==> src/rtl/gdc_pkg.sv <==
package gdc_pkg;
    typedef enum logic [2:0] {
        ST_OFF,
        ST_WAIT_HI,
        ST_HI,
        ST_WAIT_LO,
        ST_LO,
        ST_DIODE
    } gdc_state_e;

    typedef struct packed {
        gdc_state_e st;
        logic       hs_en;
        logic       ls_en;
    } gdc_regs_t;
endpackage

==> src/rtl/gdc_wait_timer.sv <==
module gdc_wait_timer #(
    parameter int TMO_CYC  = 8,
    parameter int MIN_DEAD = 2
) (
    input  logic clk,
    input  logic rst_n,
    input  logic clr,
    output logic expired
);
    localparam int LIMIT = TMO_CYC + MIN_DEAD;
    localparam int CW    = $clog2(LIMIT + 1);
    localparam logic [CW-1:0] LIM_V = CW'(LIMIT);

    logic [CW-1:0] cnt_d, cnt_q;

    // saturating count of cycles spent in the current wait state
    always_comb begin
        cnt_d = cnt_q;
        if (clr)
            cnt_d = '0;
        else if (cnt_q != LIM_V)
            cnt_d = cnt_q + 1'b1;
    end

    always_ff @(posedge clk or negedge rst_n) begin
        if (!rst_n) cnt_q <= '0;
        else        cnt_q <= cnt_d;
    end

    assign expired = (cnt_q == LIM_V);

    // the count never passes its limit
    p_cnt_sat_r4: assert property (@(posedge clk) disable iff (!rst_n)
        cnt_q <= LIM_V);
endmodule

==> src/rtl/gate_deadtime_ctrl.sv <==
module gate_deadtime_ctrl
    import gdc_pkg::*;
#(
    parameter int TMO_CYC  = 8,
    parameter int MIN_DEAD = 2
) (
    input  logic clk,
    input  logic rst_n,
    input  logic pwm_req,
    input  logic hs_off_fb,
    input  logic ls_off_fb,
    input  logic neg_cur,
    input  logic ss_active,
    input  logic tristate,
    output logic hs_en,
    output logic ls_en
);
    gdc_regs_t r_d, r_q;
    logic      tmr_expired;
    logic      tmr_clr;

    gdc_wait_timer #(
        .TMO_CYC (TMO_CYC),
        .MIN_DEAD(MIN_DEAD)
    ) u_timer (
        .clk    (clk),
        .rst_n  (rst_n),
        .clr    (tmr_clr),
        .expired(tmr_expired)
    );

    always_comb begin
        r_d = r_q;
        unique case (r_q.st)
            ST_OFF:     r_d.st = pwm_req ? ST_WAIT_HI : ST_WAIT_LO;
            ST_WAIT_HI: begin
                if (!pwm_req)                      r_d.st = ST_WAIT_LO;
                else if (ls_off_fb || tmr_expired) r_d.st = ST_HI;
            end
            ST_HI:      if (!pwm_req) r_d.st = ST_WAIT_LO;
            ST_WAIT_LO: begin
                if (pwm_req)                       r_d.st = ST_WAIT_HI;
                else if (hs_off_fb || tmr_expired) r_d.st = ST_LO;
            end
            ST_LO: begin
                if (pwm_req)                    r_d.st = ST_WAIT_HI;
                else if (ss_active && neg_cur)  r_d.st = ST_DIODE;
            end
            ST_DIODE:   if (pwm_req) r_d.st = ST_WAIT_HI;
            default:    r_d.st = ST_OFF;
        endcase
        if (tristate) r_d.st = ST_OFF;
        r_d.hs_en = (r_d.st == ST_HI);
        r_d.ls_en = (r_d.st == ST_LO);
    end

    assign tmr_clr = (r_d.st != r_q.st);

    always_ff @(posedge clk or negedge rst_n) begin
        if (!rst_n) r_q <= '{st: ST_OFF, hs_en: 1'b0, ls_en: 1'b0};
        else        r_q <= r_d;
    end

    assign hs_en = r_q.hs_en;
    assign ls_en = r_q.ls_en;

    p_no_overlap_r1: assert property (@(posedge clk) disable iff (!rst_n)
        !(hs_en && ls_en));

    p_hs_after_fb_r2: assert property (@(posedge clk) disable iff (!rst_n)
        $rose(hs_en) |-> $past(pwm_req) && ($past(ls_off_fb) || $past(tmr_expired)));

    p_ls_after_fb_r3: assert property (@(posedge clk) disable iff (!rst_n)
        $rose(ls_en) |-> !$past(pwm_req) && ($past(hs_off_fb) || $past(tmr_expired)));

    p_tristate_off_r5: assert property (@(posedge clk) disable iff (!rst_n)
        tristate |=> !hs_en && !ls_en);

    p_diode_cut_r6: assert property (@(posedge clk) disable iff (!rst_n)
        ls_en && ss_active && neg_cur && !pwm_req && !tristate |=> !ls_en);

    p_diode_hold_r6: assert property (@(posedge clk) disable iff (!rst_n)
        r_q.st == ST_DIODE && !pwm_req |=> !ls_en);

    p_fcc_hold_r7: assert property (@(posedge clk) disable iff (!rst_n)
        ls_en && !ss_active && !pwm_req && !tristate |=> ls_en);

    p_full_duty_r8: assert property (@(posedge clk) disable iff (!rst_n)
        hs_en && pwm_req && !tristate |=> hs_en);

    p_hs_release_r10: assert property (@(posedge clk) disable iff (!rst_n)
        !pwm_req |=> !hs_en);
endmodule

==> config.mk <==
export PLATFORM = sky130hd
export DESIGN_NAME = gate_deadtime_ctrl
export DESIGN_NICKNAME = d
export VERILOG_FILES = /design/src/rtl/gdc_pkg.sv /design/src/rtl/gdc_wait_timer.sv /design/src/rtl/gate_deadtime_ctrl.sv
export SDC_FILE = /design/constraint.sdc
export NUM_CORES = 1
export LEC_CHECK = 0
export CAP_MARGIN = 20
export CORE_AREA = 2 2 39 41
export CTS_CLUSTER_SIZE = 10
export DETAILED_ROUTE_END_ITERATION = 6
export DIE_AREA = 0 0 41 43
export GPL_TIMING_DRIVEN = 0
export PLACE_DENSITY = 0.75
export SLEW_MARGIN = 10
export SYNTH_ARGS = -nofsm -noshare
export SYNTH_HDL_FRONTEND = slang
export SYNTH_SLANG_ARGS = --single-unit
==> constraint.sdc <==
create_clock -name clk -period 2.28 [get_ports clk]
set_input_delay 0.228 -clock clk [delete_from_list [all_inputs] [get_ports clk]]
set_output_delay 0.228 -clock clk [all_outputs]
set_load 0.05 [all_outputs]
; Yosys cells after proc, flatten, opt, wreduce, memory -nomap -nowiden
; Cells that the tools add are included.
[totals]
regBits = 9
latch_bits = 0
ram_bits = 0
rom_bits = 0
inputBits = 8
out_inout_bits = 2
word_cells = 33
n_memories = 0
[classes]
add_sub_neg = 1
n_mul = 0
n_div = 0
order_cmp = 0
eq_ne = 10
shifts = 0
mux = 13
n_bitwise = 0
n_reduce_logical = 5
[ops]
columns = operator, count
row1 = two-way mux 3 bit, 9
row2 = case mux 3 bit (6 select lines), 1
row3 = equality test 3 x 2 -> 1 bit (second input constant), 3
row4 = equality test 3 bit (second input constant), 3
row5 = two-way mux 4 bit, 2
row6 = adder 4 x 1 -> 4 bit (second input constant), 1
row7 = equality test 4 bit (second input constant), 1
row8 = != test 4 bit (second input constant), 1
row9 = equality test 3 x 1 -> 1 bit (second input constant), 1
row10 = logical NOT 3 bit, 1
row11 = != test 3 bit, 1
row12 = logical OR 1 bit, 2
row13 = two-way mux 2 bit, 1
row14 = nonzero test 2 bit, 1
row15 = logical AND 1 bit, 1

; Logic depth before layout (Yosys ltp)
[logic_depth]
depth_word = 8
depth_mapped = 7
mapped_depth_nobuf = 6

; Cells and area by module
; A second synthesis with hierarchy kept.
[unflattened]
cells_unflattened = 52
area_unflattened_um2 = 523.0
[modules_own_cells]
columns = module, n_inst, cells_each, area_per_inst_um2
row1 = gate_deadtime_ctrl, 1, 33, 305.3
row2 = gdc_wait_timer, 1, 19, 217.7

; Worst setup path after synthesis
; No wires, ideal clock.
[synth_timing]
path_type = reg2reg
startpoint = register u_timer.cnt_q[0]
endpoint = register u_timer.cnt_q[0]
setup_ns = 0.139
t_arrival_ns = 1.328
setup_slack_ns = 0.812
stages_incl_launch_ff = 8
period_less_slack_ns = 1.468
cell_sequence = dfrtp_1 -> inv_1 -> ha_1 -> and3b_1 -> buf_6 -> nor4b_2 -> a211oi_1 -> nor3_1
[synth_between]
elab_chain_cells = 8
[synth_rtl]
columns = element, line
row1 = from (decl), gdc_wait_timer.sv:14  ; logic [CW-1:0] cnt_d, cnt_q;
row2 = from (signal assigned), gdc_wait_timer.sv:27  ; else cnt_q <= cnt_d;
row3 = equality test 4 bit, gdc_wait_timer.sv:30  ; assign expired = (cnt_q == LIM_V);
row4 = logical OR 1 bit (on tied branches), "gate_deadtime_ctrl.sv:43, gate_deadtime_ctrl.sv:38"
row5 = two-way mux 3 bit (on tied branches), "gate_deadtime_ctrl.sv:43, gate_deadtime_ctrl.sv:38"
row6 = two-way mux 3 bit (on tied branches), "gate_deadtime_ctrl.sv:42, gate_deadtime_ctrl.sv:37"
row7 = case mux 3 bit (6 select lines), gate_deadtime_ctrl.sv:34  ; unique case (r_q.st)
row8 = two-way mux 3 bit, gate_deadtime_ctrl.sv:52  ; if (tristate) r_d.st = ST_OFF;
row9 = != test 3 bit, gate_deadtime_ctrl.sv:57  ; assign tmr_clr = (r_d.st != r_q.st);
row10 = two-way mux 4 bit / nonzero test 2 bit (equally long branches), --
; Several ways; a longest one is shown, not always the timed one. The select of a mux whose other input is x is not followed.
; A chain may end at the register's enable or synchronous reset.

; Final worst setup path
[layout_timing]
startpoint = register u_timer.cnt_q[0]
endpoint = register u_timer.cnt_q[2]
; The elaborated chain is that of the path after synthesis.

==> reports/metrics.csv <==
stage,metric,value,unit
critical_path,path_class,flip-flop to flip-flop,
cts,cts_tree,yes,
cts,cts_buffers,3,
critical_path,start_kind,flip-flop,
synthesis,yosysSeqAreaShare,0.3321,
sta,fin_skew,1.303,ps
synthesis,netlist_instances,68,
floorplan,io_pins,10,
cts,cts_buffer_depth,2,
floorplan,die_w,41,µm
cts,cts_setup_buffers,0,
run,cap_violations,0,
layout,final_cell_mix,"dfrtp_1 (9), clkdlybuf4s50_1 (8), nand2_1 (6), nor3_1 (6)",
detailed_routing,first_iter_violations,7,
sta,hold_violations,0,
cts,cts_resized,0,
critical_path,critPathCaptureType,flip-flop,
sta,slew_headroom,0.6350,
detailed_routing,drt_wl_total,1280,µm
floorplan,initial_core_util,0.4901,
floorplan,die-area,0.001763,mm²
layout,n_antenna_cell,0,
detailed_routing,routedWlPerCell,13.33,µm
placement,placedInstanceArea,778.2,µm²
sta,drv_slew,0,
floorplan,fp.coreArea,0.001384,mm²
grt,overflow,0,
floorplan,die_h,43,µm
layout,finalInstanceArea,804.5,µm²
detailed_routing,drt.antenna.violating_nets,0,
detailed_routing,first_pass_iters,3,
synthesis,synth_seq_cells,9,
synthesis,synth_fp_nets,78,
grt,track_usage,0.1789,
critical_path,path_cells,inv_1 > ha_1 > and3b_1 > buf_6 > nor4b_2 > a211oi_1 > nor3_1,
cts,root_buffer,clkbuf_4,
synthesis,yosysTopAreaCell,dfrtp_1,
sta,min_period,1716,ps
cts,h-tree-depth,1,
sta,rsz0062_at_grt,false,
synthesis,synth_area_leaders,"dfrtp_1 (33%), buf_6 (5.0%), nor3_1 (4.4%)",
pwr,power_density,611.4,mW/mm²
grt,first_global_vias,523,
critical_path,slowest_stage,a211oi_1,
cts,cts_sinks,9,
synthesis,synth_area,678.2,µm²
placement,numPortBuffers,8,
grt,grt_pass1_wl,2180,µm
detailed_routing,vias_per_cell,5.583,
cts,ctsHoldBuffers,0,
layout,syn2layout_area_growth,18.63,%
critical_path,max_stage_delay,450,ps
sta,worst-slew-pin-transition,544.2,ps
critical_path,arrival,1830,ps
sta,setup-violations-final,0,
grt,grt_max_degree,11,
layout,drive_gt1_frac,0.2125,
detailed_routing,via_count,536,
sta,fmax,582.9,MHz
layout,final_common_cell,dfrtp_1,
placement,hpwl,1041,µm
sta,finalCritPeriodShare,0.7525,
outcome,status,"complete, no violations",
cts,clkLatencyLatePin,250,ps
critical_path,crit_fanout,6,
synthesis,yosysUniqueCellTypes,33,
cts,path_clk_slew,60,ps
floorplan,row_count,14,
grt,antenna_found_initial,0,
placement,gp_congestion,0.8041,
sta,tns,0,ps
layout,layout.nets,91,
synthesis,postSynthAreaPerCell,9.973,µm²
detailed_routing,drc_errors,0,
hold_path,worst_hold_path_type,input port to asynchronous set/reset pin,
pwr,vdd_drop_max,433.8,µV
critical_path,required,2390,ps
synthesis,synth_top_area_share,0.3321,
synthesis,ys_warn_count,0,
pwr,leakage,0.3284,nW
cell type report:
cell class              instances  area, µm²
fillers                       139      579.3
multi-input cells              52      401.6
flip-flops and latches          9      225.2
repair buffers                  8      80.08
plain buffers                   5      43.79
clock buffers                   4      26.28
well taps                      16      20.02
inverters                       2      7.507
final timing paths:
check | from | endpoint | slack (ps) | depth (start not counted)
worst min-delay path | rst_n | u_timer.cnt_q[2]$_DFFE_PN0P_ | 270 | 1
worst min register to register | u_timer.cnt_q[3]$_DFFE_PN0P_ | u_timer.cnt_q[3]$_DFFE_PN0P_ | 610 | 3
worst max-delay path | u_timer.cnt_q[0]$_DFFE_PN0P_ | u_timer.cnt_q[2]$_DFFE_PN0P_ | 560 | 7
max in group asynchronous | rst_n | r_q[2]$_DFF_PN0_ | 1730 | 1
worst max register to register | u_timer.cnt_q[0]$_DFFE_PN0P_ | u_timer.cnt_q[2]$_DFFE_PN0P_ | 560 | 7
min in group clk | tristate | r_q[4]$_DFF_PN0_ | 270 | 2
power by group:
group / internal [W] / total [W] / leakage (nW) / switching, W
Combinational: 0.0000798 / 0.000172 / 0.193 / 0.0000927
Sequential: 0.000181 / 0.000201 / 0.120 / 0.0000199
Clock: 0.0000671 / 0.000118 / 0.0150 / 0.0000510
Total: 0.000328 / 0.000492 / 0.328 / 0.000164
cells in the mapped netlist:
master,n
a211oi_1,1
dfrtp_1,9
nor3b_2,1
and3b_1,1
o211ai_2,1
a31oi_1,1
or2b_1,1
nand3_1,3
o21a_1,1
xnor2_1,2
nor4b_2,1
nor2b_1,3
nand3b_1,3
a211oi_2,1
nand2_1,6
o21ai_0,1
and2b_1,1
nand2b_1,3
o21ai_1,2
o2111ai_2,1
a21boi_2,1
nor3_1,6
xor2_1,1
a2111o_1,1
a311oi_2,1
o211ai_1,3
a2111oi_2,1
inv_1,2
nor2_1,1
buf_2,2
o41ai_2,1
ha_1,2
buf_6,3
flip-flops by register name, summed over array words and instances (netlist names):
name,count
u_timer.cnt_q,4
r_q,3
hs_en,1
ls_en,1
kinds of logic after synthesis:
| kind of cell | share of synthesized area |
|---|---|
| flip-flops | 0.3321 |
| AND/OR/NAND/NOR | 0.2694 |
| AO/OA/AOI/OAI | 0.2472 |
| XOR/XNOR | 0.03875 |
| adder cells (fa/ha/maj) | 0.03689 |
| buffers and inverters | 0.07565 |
layer usage:
metal,up-vias,GRT usage,share of wire
li1,278,-,-
met1,252,0.2074,0.42
met2,6,0.3000,0.56
met3,0,0.06806,0.015
met4,0,0.03333,0
met5,-,0,0
critical path, delay by kind of cell, from the launching register on:
family | cells | cell delay (ps)
AOI/OAI and AO/OA | 1 | 450
and+or+nand+nor | 3 | 350
adders and majority gates | 1 | 160
DFF | 1 | 410
buffers and inverters | 2 | 220
per-stage QoR:
| stage | hold slack [ps] | power [W] | setup slack, ps | util | std cells |
|---|---|---|---|---|---|
| 4_1_cts | 267.4 | 0.0004998 | 558.1 | 0.5814 | 96 |
| 3_3_place_gp | 534.0 | 0.0003739 | 492.0 | 0.5624 | 92 |
| 5_1_grt | 277.2 | 0.0005302 | 467.6 | 0.5814 | 96 |
| 3_5_place_dp | 535.3 | 0.0003777 | 475.4 | 0.5624 | 92 |
| 2_1_floorplan | -67.59 | 0.0003305 | 812.5 | - | 68 |
| 6_report | 268.5 | 0.0004919 | 564.3 | 0.5814 | 96 |
Note: power is estimated with default switching activity, not from simulation.
